File: src/rtl/ibr_pkg.sv
package ibr_pkg;

  parameter int DATA_W    = 32;
  parameter int ADDR_W    = 13;
  parameter int WORD_W    = 64;
  parameter int ADDR_LSB  = 32;
  parameter int CMD_LSB   = 62;
  parameter int VALID_BIT = 32;

  parameter int OFS_PARAM  = 8'h08;
  parameter int OFS_CTRL   = 8'h10;
  parameter int OFS_STATUS = 8'h18;

  typedef enum logic [1:0] {
    OP_IDLE  = 2'd0,
    OP_READ  = 2'd1,
    OP_WRITE = 2'd2,
    OP_SPARE = 2'd3
  } ibr_op_e;

  typedef struct packed {
    logic              is_write;
    logic [ADDR_W-1:0] addr;
    logic [DATA_W-1:0] data;
  } ibr_txn_t;

  function automatic ibr_op_e ctrl_op(input logic [WORD_W-1:0] w);
    return ibr_op_e'(w[CMD_LSB +: 2]);
  endfunction

  function automatic logic [ADDR_W-1:0] ctrl_addr(input logic [WORD_W-1:0] w);
    return w[ADDR_LSB +: ADDR_W];
  endfunction

  function automatic logic [DATA_W-1:0] ctrl_data(input logic [WORD_W-1:0] w);
    return w[DATA_W-1:0];
  endfunction

  function automatic logic op_starts_txn(input ibr_op_e op);
    return (op == OP_READ) || (op == OP_WRITE);
  endfunction

  function automatic logic [WORD_W-1:0] status_word(input logic valid,
                                                    input logic [DATA_W-1:0] data);
    logic [WORD_W-1:0] w;
    w = '0;
    w[DATA_W-1:0] = data;
    w[VALID_BIT]  = valid;
    return w;
  endfunction

  function automatic logic [WORD_W-1:0] param_word(input logic lsb_first,
                                                   input logic [5:0] word_bits,
                                                   input logic [5:0] cs_count,
                                                   input logic pol,
                                                   input logic pha,
                                                   input logic [15:0] periph_id);
    logic [WORD_W-1:0] w;
    w = '0;
    w[1]     = lsb_first;
    w[7:2]   = word_bits;
    w[13:8]  = cs_count;
    w[14]    = pol;
    w[15]    = pha;
    w[47:32] = periph_id;
    return w;
  endfunction

endpackage

File: src/rtl/ibr_cmd_decode.sv
module ibr_cmd_decode
  import ibr_pkg::*;
#(
  parameter int CSR_AW = 5
) (
  input  logic              csr_wr,
  input  logic [CSR_AW-1:0] csr_addr,
  input  logic [WORD_W-1:0] csr_wdata,
  input  logic              busy,
  output logic              launch,
  output logic              idle_op_seen,
  output logic              drop_busy,
  output ibr_txn_t          txn
);

  logic    ctrl_hit;
  ibr_op_e op;
  logic    unused_ctrl_bits;

  assign ctrl_hit = csr_wr && (csr_addr == CSR_AW'(OFS_CTRL));
  assign op       = ctrl_op(csr_wdata);

  assign unused_ctrl_bits = ^csr_wdata[CMD_LSB-1:ADDR_LSB+ADDR_W];

  always_comb begin
    launch       = 1'b0;
    idle_op_seen = 1'b0;
    drop_busy    = 1'b0;
    if (ctrl_hit) begin
      if (!op_starts_txn(op)) begin
        idle_op_seen = 1'b1;
      end else if (busy) begin
        drop_busy = 1'b1;
      end else begin
        launch = 1'b1;
      end
    end
  end

  always_comb begin
    txn.is_write = (op == OP_WRITE);
    txn.addr     = ctrl_addr(csr_wdata);
    txn.data     = (op == OP_WRITE) ? ctrl_data(csr_wdata) : '0;
  end

endmodule

File: src/rtl/ibr_txn_engine.sv
module ibr_txn_engine
  import ibr_pkg::*;
(
  input  logic              clk,
  input  logic              rst_n,
  input  logic              launch,
  input  ibr_txn_t          txn,
  input  logic              dn_ack,
  input  logic [DATA_W-1:0] dn_rdata,
  output logic              dn_req,
  output logic              dn_we,
  output logic [ADDR_W-1:0] dn_addr,
  output logic [DATA_W-1:0] dn_wdata,
  output logic              stat_valid,
  output logic [DATA_W-1:0] stat_data,
  output logic              done
);

  assign done = dn_req && dn_ack;

  always_ff @(posedge clk or negedge rst_n) begin
    if (!rst_n) begin
      dn_req     <= 1'b0;
      dn_we      <= 1'b0;
      dn_addr    <= '0;
      dn_wdata   <= '0;
      stat_valid <= 1'b0;
      stat_data  <= '0;
    end else if (launch) begin
      dn_req     <= 1'b1;
      dn_we      <= txn.is_write;
      dn_addr    <= txn.addr;
      dn_wdata   <= txn.data;
      stat_valid <= 1'b0;
      stat_data  <= '0;
    end else if (done) begin
      dn_req     <= 1'b0;
      stat_valid <= 1'b1;
      stat_data  <= dn_we ? '0 : dn_rdata;
    end
  end

endmodule

File: src/rtl/ibr_param_reg.sv
module ibr_param_reg
  import ibr_pkg::*;
#(
  parameter bit       PARAM_EN  = 1'b1,
  parameter bit       SHIFT_LSB = 1'b0,
  parameter int       WORD_BITS = 32,
  parameter int       CS_COUNT  = 1,
  parameter bit       CLK_POL   = 1'b0,
  parameter bit       CLK_PHA   = 1'b0,
  parameter bit [15:0] PERIPH_ID = 16'h0000
) (
  output logic [WORD_W-1:0] param_q
);

  generate
    if (PARAM_EN) begin : g_param
      assign param_q = param_word(SHIFT_LSB, 6'(WORD_BITS), 6'(CS_COUNT),
                                  CLK_POL, CLK_PHA, PERIPH_ID);
    end else begin : g_no_param
      assign param_q = '0;
    end
  endgenerate

endmodule

File: src/rtl/ibr_csr_read.sv
module ibr_csr_read
  import ibr_pkg::*;
#(
  parameter int CSR_AW = 5
) (
  input  logic [CSR_AW-1:0] csr_addr,
  input  logic [WORD_W-1:0] param_q,
  input  logic [WORD_W-1:0] status_q,
  output logic [WORD_W-1:0] csr_rdata
);

  always_comb begin
    if (csr_addr == CSR_AW'(OFS_PARAM)) begin
      csr_rdata = param_q;
    end else if (csr_addr == CSR_AW'(OFS_STATUS)) begin
      csr_rdata = status_q;
    end else begin
      csr_rdata = '0;
    end
  end

endmodule

File: src/rtl/ind_reg_bridge.sv
module ind_reg_bridge
  import ibr_pkg::*;
#(
  parameter int        CSR_AW    = 5,
  parameter bit        PARAM_EN  = 1'b1,
  parameter bit        SHIFT_LSB = 1'b0,
  parameter int        WORD_BITS = 32,
  parameter int        CS_COUNT  = 1,
  parameter bit        CLK_POL   = 1'b0,
  parameter bit        CLK_PHA   = 1'b0,
  parameter bit [15:0] PERIPH_ID = 16'h0000
) (
  input  logic              clk,
  input  logic              rst_n,
  input  logic              csr_wr,
  input  logic [CSR_AW-1:0] csr_addr,
  input  logic [63:0]       csr_wdata,
  output logic [63:0]       csr_rdata,
  output logic              dn_req,
  output logic              dn_we,
  output logic [12:0]       dn_addr,
  output logic [31:0]       dn_wdata,
  input  logic              dn_ack,
  input  logic [31:0]       dn_rdata
);

  logic              launch_fire;
  logic              idle_op_seen;
  logic              drop_busy;
  logic              txn_done;
  ibr_txn_t          txn_next;
  logic              stat_valid;
  logic [DATA_W-1:0] stat_data;
  logic [WORD_W-1:0] status_q;
  logic [WORD_W-1:0] param_q;

  ibr_cmd_decode #(.CSR_AW(CSR_AW)) u_decode (
    .csr_wr       (csr_wr),
    .csr_addr     (csr_addr),
    .csr_wdata    (csr_wdata),
    .busy         (dn_req),
    .launch       (launch_fire),
    .idle_op_seen (idle_op_seen),
    .drop_busy    (drop_busy),
    .txn          (txn_next)
  );

  ibr_txn_engine u_engine (
    .clk        (clk),
    .rst_n      (rst_n),
    .launch     (launch_fire),
    .txn        (txn_next),
    .dn_ack     (dn_ack),
    .dn_rdata   (dn_rdata),
    .dn_req     (dn_req),
    .dn_we      (dn_we),
    .dn_addr    (dn_addr),
    .dn_wdata   (dn_wdata),
    .stat_valid (stat_valid),
    .stat_data  (stat_data),
    .done       (txn_done)
  );

  ibr_param_reg #(
    .PARAM_EN  (PARAM_EN),
    .SHIFT_LSB (SHIFT_LSB),
    .WORD_BITS (WORD_BITS),
    .CS_COUNT  (CS_COUNT),
    .CLK_POL   (CLK_POL),
    .CLK_PHA   (CLK_PHA),
    .PERIPH_ID (PERIPH_ID)
  ) u_param (
    .param_q (param_q)
  );

  assign status_q = status_word(stat_valid, stat_data);

  ibr_csr_read #(.CSR_AW(CSR_AW)) u_rd (
    .csr_addr  (csr_addr),
    .param_q   (param_q),
    .status_q  (status_q),
    .csr_rdata (csr_rdata)
  );

endmodule

File: config.mk
export PLATFORM = sky130hd
export DESIGN_NAME = ind_reg_bridge
export DESIGN_NICKNAME = d
export VERILOG_FILES = /design/src/rtl/ibr_pkg.sv /design/src/rtl/ibr_cmd_decode.sv /design/src/rtl/ibr_txn_engine.sv /design/src/rtl/ibr_param_reg.sv /design/src/rtl/ibr_csr_read.sv /design/src/rtl/ind_reg_bridge.sv
export SDC_FILE = /design/constraint.sdc
export NUM_CORES = 1
export LEC_CHECK = 0
export ABC_CLOCK_PERIOD_IN_PS = 1700
export BUFFER_PORTS_ARGS = -buffer_cell sky130_fd_sc_hd__buf_2
export CORE_ASPECT_RATIO = 1.2
export CORE_MARGIN = 1.5
export CORE_UTILIZATION = 41
export DETAILED_ROUTE_END_ITERATION = 16
export PLACE_DENSITY_LB_ADDON = 0.25
export SYNTH_ARGS = -nofsm -noshare
export SYNTH_HDL_FRONTEND = slang
export SYNTH_SLANG_ARGS = --single-unit
File: constraint.sdc
create_clock -name clk -period 1.7 [get_ports clk]
set_clock_uncertainty 0.15 [all_clocks]
set_input_delay 0.255 -clock clk [delete_from_list [all_inputs] [get_ports clk]]
set_output_delay 0.255 -clock clk [all_outputs]
set_load 0.02 [all_outputs]
---- Word-level counts from Yosys, hierarchy flattened ----
Cells that the tools add are included.
storage, ports and cells
  word-level logic and storage cells ...... 28
  register bits ........................... 80
operators by class
  eq/ne operators ......................... 5
  mux-type cells .......................... 13
  reductions and logical operators ........ 4
operators with widths
  kind                                                                    number
  32-bit 2-to-1 mux                                                       4
  64-bit 2-to-1 mux                                                       1
  33-bit 2-to-1 mux                                                       1
  5-bit equality test (second input constant)                             2
  1-bit 2-to-1 mux                                                        7
  5-bit by 4-bit equality test with 1-bit output (second input constant)  1
  2-bit by 1-bit equality test with 1-bit output (second input constant)  1
  2-bit equality test (second input constant)                             1
  1-bit logical AND                                                       2
  2-bit nonzero test                                                      1
  1-bit logical OR                                                        1

---- Logic depth before layout (Yosys ltp) ----
Gate-level depths: netlist of run 1.
  depth after elaboration ................. 5
  mapped depth ............................ 8
  mapped depth without buffers ............ 5

---- By module ----
A second synthesis of run 1 with hierarchy kept.
second synthesis, totals
  cells, all modules ...................... 520
  area, all modules ....................... 5,529.1 um^2
by module, submodules not included
  module          seq. area each (um^2)  area each (um^2)  cells an instance  times used
  ibr_txn_engine  2,001.9                3,667.3           253                1
  ibr_csr_read    0.0                    1,004.7           143                1
  ibr_param_reg   0.0                    488.0             66                 1
  ibr_cmd_decode  0.0                    365.4             57                 1
  ind_reg_bridge  0.0                    3.8               1                  1

---- Worst setup path after synthesis of run 1 ----
OpenSTA, ideal clock, no wires.
  path kind ............................... input to register
  start ................................... input port csr_wdata[62]
  end ..................................... register u_engine.dn_addr[10]
  buffers on the path ..................... 2
  path slack .............................. -373 ps
  cell stages on the path ................. 7
  setup time .............................. 125 ps
  arrival time ............................ 1,798 ps
  path through ............................ inv_1 > ha_1 > or3b_1 > nor4b_2 > buf_4 > buf_8 > mux2_2
between the ends
  word-level cells in the longest chain between the ends .. 4
ends and longest elaborated chain
  what                                                                                          RTL line              RTL
  start, declared                                                                               ind_reg_bridge.sv:17  input logic [63:0] csr_wdata,
  2-bit by 1-bit equality test with 1-bit output / 2-bit equality test (equally long branches)  ibr_pkg.sv:40         return (op == OP_READ) || (op == OP_WRITE);
  1-bit logical OR *                                                                            ibr_pkg.sv:40
  1-bit 2-to-1 mux *                                                                            ibr_cmd_decode.sv:30  if (!op_starts_txn(op)) begin
  1-bit 2-to-1 mux *                                                                            ibr_cmd_decode.sv:29  if (ctrl_hit) begin
  end signal, assigned                                                                          ibr_txn_engine.sv:32  dn_addr <= txn.addr;
  end, declared                                                                                 ibr_txn_engine.sv:12  output logic [ADDR_W-1:0] dn_addr,
Every way passes the cells marked *; elsewhere a longest branch is shown, timed or not.
A chain may end at the register's enable or synchronous reset.

---- Worst setup path after layout of run 1 ----
  start ................................... input port csr_wdata[62]
  end ..................................... register u_engine.dn_addr[11]
Same word-level chain as after synthesis.

==> results of run 1 <==
kinds of logic (layout without fill, tap and decap cells):
kind of cell    count (synthesis)  after routing  synth area share (%)
compound gates                 36             36                  4.57
other cells                     1             31                0.0938
mux                            46             46                  12.0
simple gates                  134            134                  19.0
fa+ha+maj                       1              1                 0.313
buf+inv                        98            270                  13.9
flops                          80             80                  50.1
critical path: cells and delay by family:
family                   cells  cell delay, ns
buffers and inverters        5            0.54
multiplexers                 1            0.29
AND/OR/NAND/NOR              2            0.61
adder cells (fa/ha/maj)      1            0.19
per-stage QoR:
| stage | setup TNS (ns) | hold WS [ns] | power, mW |
|---|---|---|---|
| after floorplan | -16.21 | -0.191 | 3.23 |
| after global placement | -41.38 | 0.167 | 3.65 |
| after detailed placement | -42.20 | 0.171 | 3.69 |
| after CTS | -5.31 | 0.000290 | 5.61 |
| after global routing | -5.72 | 0.00520 | 5.86 |
| final | -2.44 | 0.00632 | 5.59 |
where the power goes:
group          switching [mW]  leakage, nW  total (mW)  internal (mW)
registers               0.200        0.978        2.44           2.24
clock network           0.751        0.145        1.85           1.10
logic                   0.755         1.86        1.30          0.542
worst min path at each step:
stage / endpoint / cells past startpoint / slack, ns / from
5_1_grt: u_engine.dn_addr[3]$_DFFE_PN0P_ / 2 / 0.005 / csr_wdata[35]
4_1_cts: u_engine.dn_wdata[21]$_DFFE_PN0P_ / 3 / 0.0003 / csr_wdata[21]
3_5_place_dp: u_engine.stat_data[13]$_DFFE_PN0P_ / 2 / 0.17 / rst_n
2_1_floorplan: u_engine.dn_addr[0]$_DFFE_PN0P_ / 0 / -0.19 / rst_n
3_3_place_gp: u_engine.stat_data[18]$_DFFE_PN0P_ / 2 / 0.17 / rst_n
6_report: u_engine.dn_wdata[0]$_DFFE_PN0P_ / 3 / 0.006 / csr_wdata[0]
sequential cells by signal, summed over array words and instances (netlist names):
register and count:
u_engine.dn_wdata 32, u_engine.stat_data 32, u_engine.dn_addr 13, u_engine.dn_req 1, u_engine.dn_we 1, u_engine.stat_valid 1
cell type report:
type	count	area [um2]	area share (%)
Clock buffer	13	270	4.47
Multi-Input combinational cell	248	1790	29.5
Tap cell	123	154	2.54
Clock inverter	3	15.0	0.248
Timing Repair Buffer	217	1680	27.7
Sequential cell	80	2000	33.1
Inverter	37	144	2.38
metal layers:
| layer | part of all wire (%) | global-route usage [%] | vias up |
|---|---|---|---|
| li1 | - | - | 1620 |
| met1 | 41 | 26.9 | 1662 |
| met2 | 51 | 36.6 | 142 |
| met3 | 7.0 | 5.21 | 10 |
| met4 | 1.5 | 7.78 | 0 |
| met5 | 0 | 0 | - |
Yosys cell counts:
| cell | instances | area (um2) |
|---|---|---|
| inv_1 | 37 | 139 |
| nor2_1 | 1 | 3.75 |
| a21oi_1 | 35 | 175 |
| nor3_1 | 1 | 5.00 |
| nand2_1 | 66 | 248 |
| conb_1 | 1 | 3.75 |
| buf_4 | 32 | 240 |
| mux2i_1 | 32 | 320 |
| nor4b_2 | 1 | 15.0 |
| or3b_1 | 1 | 8.76 |
| ha_1 | 1 | 12.5 |
| and2_1 | 31 | 194 |
| buf_8 | 2 | 30.0 |
| dfrtp_1 | 80 | 2000 |
| a21o_1 | 1 | 7.51 |
| clkbuf_1 | 21 | 78.8 |
| mux2_2 | 13 | 146 |
| mux2_4 | 1 | 15.0 |
| and3_1 | 1 | 6.26 |
| buf_6 | 6 | 67.6 |
| nand4b_1 | 32 | 280 |
repair_timing:
| action | 4_1_cts | 5_1_grt |
|---|---|---|
| hold buffers | 12 | 0 |
| endpoints found under the setup margin | 110 | 109 |
| resized for setup | 104 | 9 |
| cloned | 6 | 1 |
| setup buffers | 13 | 1 |
| endpoints found under the hold margin | 91 | 0 |
| pin swaps | 17 | 3 |
==> key figures, run 1 <==
Outcome
  • Status: complete, but fails checks
  • Failing checks: negative setup slack

CTS
  • TritonCTS Buffers: 9
  • Max Buffers Root-to-Sink: 2
  • Clock slew at reported path FFs: 0.06 ns
  • Clk Latency, worst-skew pair: 0.34 ns
  • Root Driver: clkbuf_16
  • TritonCTS clock tree: built
  • Clock sink total: 80
  • H-tree depth: 3

Routing
  • Drt wl/cell: 14.9 um
  • DRT Pass-1 Iters: 4
  • DRC Markers: 0
  • Total Wirelength: 10700 um
  • Initial drt markers: 108
  • Vias: 3434
  • Number of vias per cell: 4.76
  • Routed Antenna Nets: 0

Placement
  • DP Worst Slack: -0.575 ns
  • DP Wirelength: 6840 um
  • Placed cell area: 5060 um2
  • RD Place Congestion: 0.740
  • I/O Buffers: 167
  • Placed cell count: 676

Global routing
  • First-pass GRT wire length: 17600 um
  • Largest net degree at the start of global routing: 81
  • Gr usage total: 21.7%
  • Grt total ovfl: 0
  • Initial antenna violation count: 0
  • Number of global-route vias before repair: 3561

STA
  • Final Max Tran Viols: 0
  • RSZ-0062 raised after global routing: yes
  • Fmax: 549 MHz
  • Minimum clock period after layout: 1.82 ns
  • Final period util: 107%
  • Final setup viols: 53
  • Final worst slack: -0.120 ns
  • Final number of hold-violating endpoints: 0

Floorplan
  • Die H: 111 um
  • # rows: 39
  • Initial Util: 42.0%
  • Number of I/O pins: 216
  • Die width: 93.2 um
  • Core area: 9520 um2
  • Die Area: 10400 um2

Finish
  • Layout area overhead: 51.3%
  • Most common cell after layout, fill and taps aside: buf_2
  • Layout cells sized above 1: 48.3%
  • Ant diodes: 0
  • Fill cells: 785
  • Final instance area: 6050 um2
  • NumNets Final: 699
  • Most frequent cells in the layout: buf_2 (131), dfrtp_1 (79), nand2_1 (66)
  • Final instance count without filler cells: 721
  • Layout Utilization: 63.6%

Worst setup path
  • Slowest CP cell: or3b_4
  • CP startpoint kind: primary input
  • CP Capture Point: u_engine.dn_addr[11]$_DFFE_PN0P_
  • Reg2Reg Depth: 6
  • WP data arrival: 1.89 ns
  • Critical Path Sink Type: flip-flop
  • Crit-path max cell delay: 0.38 ns
  • CP max FO: 7
  • Crit path cell chain: buf_6 > inv_6 > ha_4 > or3b_4 > nor4b_4 > buf_6 > buf_12 > buf_12 > mux2_4
  • Crit Reg-Reg Endpoint: u_engine.dn_addr[11]$_DFFE_PN0P_
  • Required @ worst endpoint: 1.77 ns
  • R2R Path Start: u_engine.dn_req$_DFFE_PN0P_
  • Internal reg-to-reg setup slack: -0.09 ns
  • Crit Path Class: primary input to flip-flop
  • Crit. Startpoint: csr_wdata[62]

Flow run
  • Max cap viols: 0

Power and ir drop
  • Peak supply drop: 0.000522 V
  • Power per cell area: 925 nW/um2
  • Leak: 2.98 nW

Yosys
  • Cells after synthesis: 396
  • Synthesized area per cell: 10.1 um2
  • Seq/Total Area, Yosys: 50.1%
  • Synth Warn #: 0
  • Syn Std Cell Area: 4000 um2
  • Synth cell types: 21
  • Synth Register Bits: 80

Min path
  • Worst min-delay path category: primary input to flip-flop
No activity file was read; power rests on OpenSTA's default activity.
==> inputs of run 2 (changes only) <==
--- a/config.mk
+++ b/config.mk
@@ -7,9 +7,11 @@
 export LEC_CHECK = 0
 export ABC_CLOCK_PERIOD_IN_PS = 1700
 export BUFFER_PORTS_ARGS = -buffer_cell sky130_fd_sc_hd__buf_2
+export CELL_PAD_IN_SITES_DETAIL_PLACEMENT = 0
+export CELL_PAD_IN_SITES_GLOBAL_PLACEMENT = 1
 export CORE_ASPECT_RATIO = 1.2
 export CORE_MARGIN = 1.5
-export CORE_UTILIZATION = 41
+export CORE_UTILIZATION = 29
 export DETAILED_ROUTE_END_ITERATION = 16
 export PLACE_DENSITY_LB_ADDON = 0.25
 export SYNTH_ARGS = -nofsm -noshare
==> run 2 against run 1 <==
Net effect: the flow still finishes with violations (negative setup slack); setup slack got worse by 0.017 ns; fmax down 0.95%; design area up 3.8%; largest cell class unchanged.
==> key figures, run 2 (synthesis gave the netlist of run 1 again) <==
Outcome
  • Status: complete, but fails checks
  • Failing checks: negative setup slack

STA
  • Final Max Tran Viols: 0 (unchanged)
  • Minimum clock period after layout: 1.84 ns (+0.0174 ns)
  • Final number of hold-violating endpoints: 0 (unchanged)
  • Fmax: 544 MHz (-0.95%)
  • Fin Setup TNS: -7.82 ns (-5.38 ns)
  • RSZ-0062 raised after global routing: yes
  • Final worst slack: -0.137 ns (-0.0174 ns)
  • Final period util: 108% (+1.0 points)
  • Final setup viols: 96 (+81%)

CTS
  • TritonCTS clock tree: built
  • Clk Latency, worst-skew pair: 0.33 ns (about the same)
  • Max Buffers Root-to-Sink: 2 (unchanged)
  • Clock slew at reported path FFs: 0.06 ns (about the same)
  • Root Driver: clkbuf_16
  • TritonCTS Buffers: 9 (unchanged)
  • Clock sink total: 80 (unchanged)
  • H-tree depth: 3 (unchanged)

Min path
  • Worst hold path depth: 3 (unchanged)
  • Worst min-delay path category: primary input to flip-flop
  • Min-delay src: csr_wdata[31]
  • Hold EP: u_engine.dn_wdata[31]$_DFFE_PN0P_

Finish
  • Most common cell after layout, fill and taps aside: buf_2
  • Layout cells sized above 1: 50.8% (+2.5 points)
  • Layout area overhead: 57.0%
  • Fill cells: 1300 (+66%)
  • Ant diodes: 0 (unchanged)
  • NumNets Final: 701 (+0.29%)
  • Largest registers: u_engine.dn_wdata x32, u_engine.stat_data x32, u_engine.dn_addr x13
  • Most frequent cells in the layout: buf_2 (130), dfrtp_1 (79), nand2_1 (66)

Floorplan
  • Initial Util: 29.9% (-12 points)
  • Number of I/O pins: 216 (unchanged)
  • Die width: 110 um (+18%)
  • Die H: 132 um (+18%)
  • # rows: 46 (+18%)
  • Die Area: 14500 um2 (+40%)
  • Core area: 13400 um2 (+40%)

Worst setup path
  • CP max FO: 5 (-2)
  • Reg2Reg Depth: 5 (-1)
  • Required @ worst endpoint: 1.79 ns (+0.02 ns)
  • Delay-heaviest family, CP: simple AND/OR/NAND/NOR gates
  • Crit path cell chain: buf_6 > ha_4 > or3b_4 > nor4b_4 > buf_6 > buf_8 > buf_12 > mux2i_2
  • Internal reg-to-reg setup slack: 0.07 ns (+0.16 ns)
  • Slowest CP cell: or3b_4
  • CP startpoint kind: primary input
  • Crit Reg-Reg Endpoint: u_engine.dn_wdata[27]$_DFFE_PN0P_
  • Critical Path Sink Type: flip-flop
  • Most frequent CP cell: buf_6
  • Crit Path Class: primary input to flip-flop
  • WP data arrival: 1.93 ns (+0.04 ns)
  • Crit-path max cell delay: 0.38 ns (about the same)
  • R2R Path Start: u_engine.dn_req$_DFFE_PN0P_
  • WP buf/inv: 4 (-1)

Routing
  • Total Wirelength: 11800 um (+10%)
  • DRT Pass-1 Iters: 4 (unchanged)
  • Routed Antenna Nets: 0 (unchanged)
  • Number of vias per cell: 4.54 (-4.6%)
  • Initial drt markers: 119 (+10%)
  • DRC Markers: 0 (unchanged)
  • Drt wl/cell: 15.4 um (+3.6%)
  • Vias: 3489 (+1.6%)

Placement
  • DP Wirelength: 7930 um (+16%)
  • RD Place Congestion: 0.740 (about the same)
  • DP Worst Slack: -0.591 ns (-0.0164 ns)
  • I/O Buffers: 167 (unchanged)

Flow run
  • Max cap viols: 0 (unchanged)

Global routing
  • Largest net degree at the start of global routing: 42 (-48%)
  • Grt total ovfl: 0 (unchanged)
  • First-pass GRT wire length: 18000 um (+2.4%)
  • Initial antenna violation count: 0 (unchanged)
  • Number of global-route vias before repair: 3520 (-1.2%)
  • Gr usage total: 16.0% (-5.7 points)

Power and ir drop
  • Leak: 3.03 nW (+1.7%)
  • Peak supply drop: 0.000390 V (-25%)
  • Power per cell area: 914 nW/um2 (-1.1%)
## run 2: layout make-up
| cell class | count | area [um2] | area share (%) |
|---|---|---|---|
| clock inverters | 5 | 55.1 | 0.877 |
| multi-input cells | 248 | 1840 | 29.3 |
| inverters | 37 | 144 | 2.29 |
| clock buffers | 11 | 253 | 4.02 |
| flip-flops and latches | 80 | 2000 | 31.9 |
| well taps | 168 | 210 | 3.35 |
| repair buffers | 219 | 1770 | 28.3 |
## run 2: power breakdown
group,switching [mW],leakage [nW],total [mW],internal [mW]
Sequential,0.188,0.978,2.43,2.24
Combinational,0.777,1.91,1.33,0.557
Clock,0.765,0.148,1.98,1.21
Total,1.73,3.03,5.74,4.01
## run 2: worst max-delay path by stage
| stage | start | endpoint | slack, ns | depth (start not counted) |
|---|---|---|---|---|
| 2_1_floorplan | csr_wdata[63] | u_engine.dn_addr[10]$_DFFE_PN0P_ | -0.33 | 6 |
| 3_3_place_gp | csr_wdata[62] | u_engine.dn_addr[4]$_DFFE_PN0P_ | -0.54 | 7 |
| 3_5_place_dp | csr_wdata[62] | u_engine.dn_addr[7]$_DFFE_PN0P_ | -0.59 | 7 |
| 4_1_cts | csr_wdata[62] | u_engine.dn_wdata[12]$_DFFE_PN0P_ | -0.11 | 9 |
| 5_1_grt | csr_wdata[62] | u_engine.dn_wdata[27]$_DFFE_PN0P_ | -0.16 | 9 |
| 6_report | csr_wdata[63] | u_engine.dn_wdata[27]$_DFFE_PN0P_ | -0.14 | 8 |
## run 2: what timing repair did
action,4_1_cts,5_1_grt
setup buffers,7,1
setup endpoints to repair,110,103
cloned,2,6
endpoints found under the hold margin,40,0
pin swaps,3,33
hold buffers,14,0
resized for setup,92,52
## run 2: tightest hold or removal path: stages
cell	delay, ns
buf_2	0.10
nand2_1	0.04
mux2i_1	0.06
## run 2: through the flow
stage / cells / hold WS (ns) / power, mW / util [%] / cell area (um2)
4_1_cts: 762 / 0.000660 / 5.80 / 44.8 / 5980
5_1_grt: 768 / 0.00226 / 6.07 / 47.0 / 6280
3_3_place_gp: 723 / 0.0705 / 3.68 / 38.4 / 5130
6_report: 768 / 0.0151 / 5.74 / 47.0 / 6280
2_1_floorplan: 426 / -0.191 / 3.23 / - / 4260
3_5_place_dp: 723 / 0.0664 / 3.71 / 38.4 / 5130
## run 2: per-layer routing
metal	GRT usage [%]	vias to the layer above	wire, um
met4	4.56	0	136
li1	-	1627	-
met1	21.6	1707	5190
met5	0	-	0
met3	4.46	11	910
met2	25.1	144	5590
